[src/rtl/bfly_pkg.sv]
// Package: shared sizing and the stage-distance rule for the bit permuter.
// Assumes: word width is a power of two, at least 2.
package bfly_pkg;
    parameter int BFLY_WIDTH = 64;

    // Pair distance of the k-th applied stage, for either stage order.
    function automatic int stage_dist(input int width, input int k, input bit rev);
        if (rev)
            return 1 << k;
        else
            return width >> (k + 1);
    endfunction
endpackage

[src/rtl/bfly_stage.sv]
// Module: one exchange stage. It pairs bits DIST apart and swaps a pair
// when that pair's control bit is 1. Pair p is the p-th pair ordered by its
// lower bit index.
// Assumes: W is a power of two and DIST is a power of two below W.
module bfly_stage #(
    parameter int W    = 64,
    parameter int DIST = 32
) (
    input  logic [W-1:0]   din,
    input  logic [W/2-1:0] swap,
    output logic [W-1:0]   dout
);
    localparam int SH = $clog2(DIST);

    genvar p;
    generate
        for (p = 0; p < W/2; p++) begin : g_pair
            localparam int LO = ((p >> SH) << (SH + 1)) | (p & (DIST - 1));
            localparam int HI = LO + DIST;
            // Exchange cell: either cross or keep the two bits of this pair.
            assign dout[LO] = swap[p] ? din[HI] : din[LO];
            assign dout[HI] = swap[p] ? din[LO] : din[HI];
        end
    endgenerate

    // Stage-local checks: no bit is lost and zero control passes straight through.
    always_comb begin
        assert_stage_weight_R7: assert ($countones(dout) == $countones(din));
        if (swap == '0) begin
            assert_stage_pass_R3: assert (dout == din);
        end
    end
endmodule

[src/rtl/bfly_chain.sv]
// Module: a cascade of log2(W) exchange stages in one fixed order.
// REV = 0 gives distances W/2 down to 1; REV = 1 gives 1 up to W/2.
// Control slice s always drives the s-th stage the data passes through.
module bfly_chain
    import bfly_pkg::*;
#(
    parameter int W   = 64,
    parameter bit REV = 1'b0
) (
    input  logic [W-1:0]                din,
    input  logic [$clog2(W)*(W/2)-1:0] ctrl,
    output logic [W-1:0]                dout
);
    localparam int STAGES = $clog2(W);
    localparam int HALF   = W / 2;

    logic [W-1:0] lvl [0:STAGES];

    assign lvl[0] = din;

    genvar s;
    generate
        for (s = 0; s < STAGES; s++) begin : g_stage
            bfly_stage #(
                .W    (W),
                .DIST (stage_dist(W, s, REV))
            ) stage_i (
                .din  (lvl[s]),
                .swap (ctrl[s*HALF +: HALF]),
                .dout (lvl[s+1])
            );
        end
    endgenerate

    assign dout = lvl[STAGES];
endmodule

[src/rtl/bfly_permuter.sv]
// Module: top of the permuter. It builds a forward and an inverse exchange
// chain, picks one by mode, and registers the result once.
// Assumes: inputs are stable and 2-state at each rising edge.
module bfly_permuter
    import bfly_pkg::*;
#(
    parameter int W = BFLY_WIDTH
) (
    input  logic                        clk,
    input  logic                        rst_n,
    input  logic [W-1:0]                word_in,
    input  logic [$clog2(W)*(W/2)-1:0] swap_ctrl,
    input  logic                        inverse,
    output logic [W-1:0]                perm_out
);
    logic [W-1:0] fwd_word;
    logic [W-1:0] inv_word;
    logic [W-1:0] sel_word;

    bfly_chain #(.W(W), .REV(1'b0)) fwd_i (
        .din  (word_in),
        .ctrl (swap_ctrl),
        .dout (fwd_word)
    );

    bfly_chain #(.W(W), .REV(1'b1)) inv_i (
        .din  (word_in),
        .ctrl (swap_ctrl),
        .dout (inv_word)
    );

    // Mode select between the two stage orders.
    always_comb begin
        sel_word = inverse ? inv_word : fwd_word;
    end

    // Output register with synchronous clear.
    always_ff @(posedge clk) begin
        if (!rst_n)
            perm_out <= '0;
        else
            perm_out <= sel_word;
    end

    // Registered output keeps the bit weight of the word sampled one edge earlier.
    assert_out_weight_R7: assert property (@(posedge clk) disable iff (!rst_n)
        $past(rst_n) |-> $countones(perm_out) == $countones($past(word_in)));

    // Zero control sampled at the last edge reproduces the sampled word.
    assert_out_identity_R3: assert property (@(posedge clk) disable iff (!rst_n)
        ($past(rst_n) && $past(swap_ctrl) == '0) |-> perm_out == $past(word_in));

    // Unchanged operands across an edge leave the output unchanged.
    assert_out_hold_R2: assert property (@(posedge clk) disable iff (!rst_n)
        ($past(rst_n) && $stable(word_in) && $stable(swap_ctrl) && $stable(inverse))
        |=> $stable(perm_out));
endmodule

[config.mk]
export PLATFORM = sky130hd
export DESIGN_NAME = bfly_permuter
export DESIGN_NICKNAME = d
export VERILOG_FILES = /design/src/rtl/bfly_pkg.sv /design/src/rtl/bfly_stage.sv /design/src/rtl/bfly_chain.sv /design/src/rtl/bfly_permuter.sv
export SDC_FILE = /design/constraint.sdc
export NUM_CORES = 1
export LEC_CHECK = 0
export BUFFER_PORTS_ARGS = -buffer_cell sky130_fd_sc_hd__clkbuf_2
export CAP_MARGIN = 20
export CELL_PAD_IN_SITES_DETAIL_PLACEMENT = 0
export CELL_PAD_IN_SITES_GLOBAL_PLACEMENT = 2
export CORE_ASPECT_RATIO = 0.5
export CORE_MARGIN = 4
export CORE_UTILIZATION = 35
export CTS_CLUSTER_SIZE = 30
export DETAILED_ROUTE_END_ITERATION = 7
export PLACE_DENSITY = 0.86
export SKIP_CTS_REPAIR_TIMING = 1
export SLEW_MARGIN = 20
export SYNTH_ARGS = -nofsm -noshare
export SYNTH_HDL_FRONTEND = slang
export SYNTH_SLANG_ARGS = --single-unit
[constraint.sdc]
create_clock -name clk -period 2.2 [get_ports clk]
set_input_delay 0.11 -clock clk [delete_from_list [all_inputs] [get_ports clk]]
set_output_delay 0.11 -clock clk [all_outputs]
set_load 0.01 [all_outputs]
==> results.ini <==
[run_status]
outcome=complete, no violations

[layout]
fin_util_pct=43.6
largest_register=perm_out
reg_top3=perm_out (64)
syn2layout_area_growth_pct=22.6
final_cells=1690
drive_gt1_share_pct=42.3
largest_reg_flops=64
fin_nets=1550

[timing]
setup_viol=0
fmax_mhz=482
layout_min_cycle_time_ns=2.07
rsz0062_at_grt=false
hold_slack_ns=0.157
setup_ws_ns=0.127
worstMarginPinSlew_ns=0.779
setup-tns-final_ns=0
finalMaxSlewViolations=0
finalCritPeriodShare_pct=94.2
hold_viol_final=0
maxSlewHeadroom_pct=46.6

[floorplan]
initial_core_util_pct=35.6
rows=44
core_um2=29000
die_x_um=251
dieArea_um2=32500
pin_count=323
die_height_um=129

[synth]
ys_ff_latch=64
synthMuxAreaShare_pct=76.7
synth_xor_area_share_pct=0
synth_top_family_by_area=multiplexers
synthSimpleGateAreaFrac_pct=0.0970
syn-cell-area_um2=10300
ys_warn_count=0
syn_nets=1286
ys_seq_area_share_pct=12.4
netlist_instances=1027
synth_cell_types=14
avgSynthCellArea_um2=10.0
synthAdderAreaFrac_pct=0
synth-compound-area-share_pct=4.85

[clocking]
cts_root_buf=clkbuf_16
clkTransAtPathRegs_ns=0.06
cts_tree=yes
clock-sinks=64
cts.path.max_buffers=2
cts_buffers=9
cts_max_level=3

[route]
antenna_left=0
firstDrtPassIters=6
num_vias=9877
via_per_inst=5.84
drtIter0Drc=958
drt_wl_total_um=49700
drc=0
wl_per_cell_um=29.4

[worst_setup_path]
cp_max_fo=4
arrival_ns=2.34
cp-start-kind=primary input
end_kind=flip-flop
path_class=in -> reg
crit_required_ns=2.47

[placement]
pre_cts_ws_ns=-0.0754
routabilityCongestion=0.991
post-place-cells=1671
hpwl_um=44600
io_buffer_count=322

[global_routing]
grt_overflow_total=0
grt_pass1_vias=9494
antenna_found_initial=3
grt_max_degree=65
track_usage_pct=28.8
grt_pass1_wl_um=67200

[power]
ir_worst_vdd_mv=0.371
static-leakage-power_uw=0.00677
power.density_nw_per_um2=573

[flow_run]
maxCapViolations=0

[hold_path]
hp-class=in -> reg

logic make-up (layout without fill, tap and decap cells):
family / Yosys count / count (layout)
AOI/OAI and AO/OA: 64 / 64
buffers and inverters: 129 / 398
DFF: 64 / 64
muxes: 768 / 768
other: 0 / 3
and+or+nand+nor: 2 / 2
report_power, final:
group	internal [uW]	switching, uW	total (uW)
Sequential	1330	69.0	1400
Combinational	1690	2390	4080
Clock	1200	562	1760
Total	4220	3020	7240
area by class of cell:
| type | count | area, um2 |
|---|---|---|
| Antenna cell | 3 | 7.51 |
| Clock buffer | 12 | 267 |
| Clock inverter | 4 | 98.8 |
| Fill cell | 2872 | 16400 |
| Multi-Input combinational cell | 834 | 8430 |
| Sequential cell | 64 | 1280 |
| Tap cell | 391 | 489 |
| Timing Repair Buffer | 382 | 2070 |
routing by layer:
metal / part of all wire (%) / wire length (um) / track usage (%) / vias to the layer above
li1: - / - / - / 4419
met1: 47 / 23300 / 41.2 / 5002
met2: 44 / 22000 / 45.9 / 396
met3: 7.0 / 3500 / 4.19 / 60
met4: 2.0 / 978 / 6.88 / 0
met5: 0 / 0 / 0 / -
synth_stat cells:
library cell	instances	area share [%]
clkbuf_2	2	0.097
nand2b_1	1	0.061
dfxtp_1	64	12
mux2i_1	636	62
clkbuf_1	94	3.4
mux2_2	124	14
o22ai_2	16	1.9
nand2_1	1	0.036
mux2i_4	4	0.87
buf_6	2	0.22
mux2_4	4	0.58
buf_1	1	0.036
o22ai_1	48	2.9
buf_4	30	2.2
critical path, cell delays in order:
cell      delay (ns)
clkbuf_2        0.14
mux2i_1         0.15
mux2i_1         0.36
mux2i_1         0.17
buf_4           0.17
mux2i_1         0.50
mux2i_1         0.24
mux2_2          0.34
o22ai_1         0.15
path summary, 6_finish.rpt:
check | depth (start not counted) | start | slack (ns) | to
worst max-delay path | 9 | swap_ctrl[23] | 0.13 | perm_out[53]
worst min-delay path | 3 | swap_ctrl[189] | 0.16 | perm_out[58]
cells in the final DEF (no fill, tap or decap), drive strengths merged:
master / n
diode: 3
clkbuf: 334
mux2: 128
nand2b: 1
nand2: 1
mux2i: 640
clkinv: 1
dfxtp: 64
o22ai: 64
bufinv: 3
buf: 60
through the flow:
step,total power (uW),instance area (um2)
6_report,7240,12600
5_1_grt,7480,12600
4_1_cts,7140,12600
3_5_place_dp,5360,12300
3_3_place_gp,5320,12300
2_1_floorplan,3670,10300
Note: power is estimated with default switching activity, not from simulation.
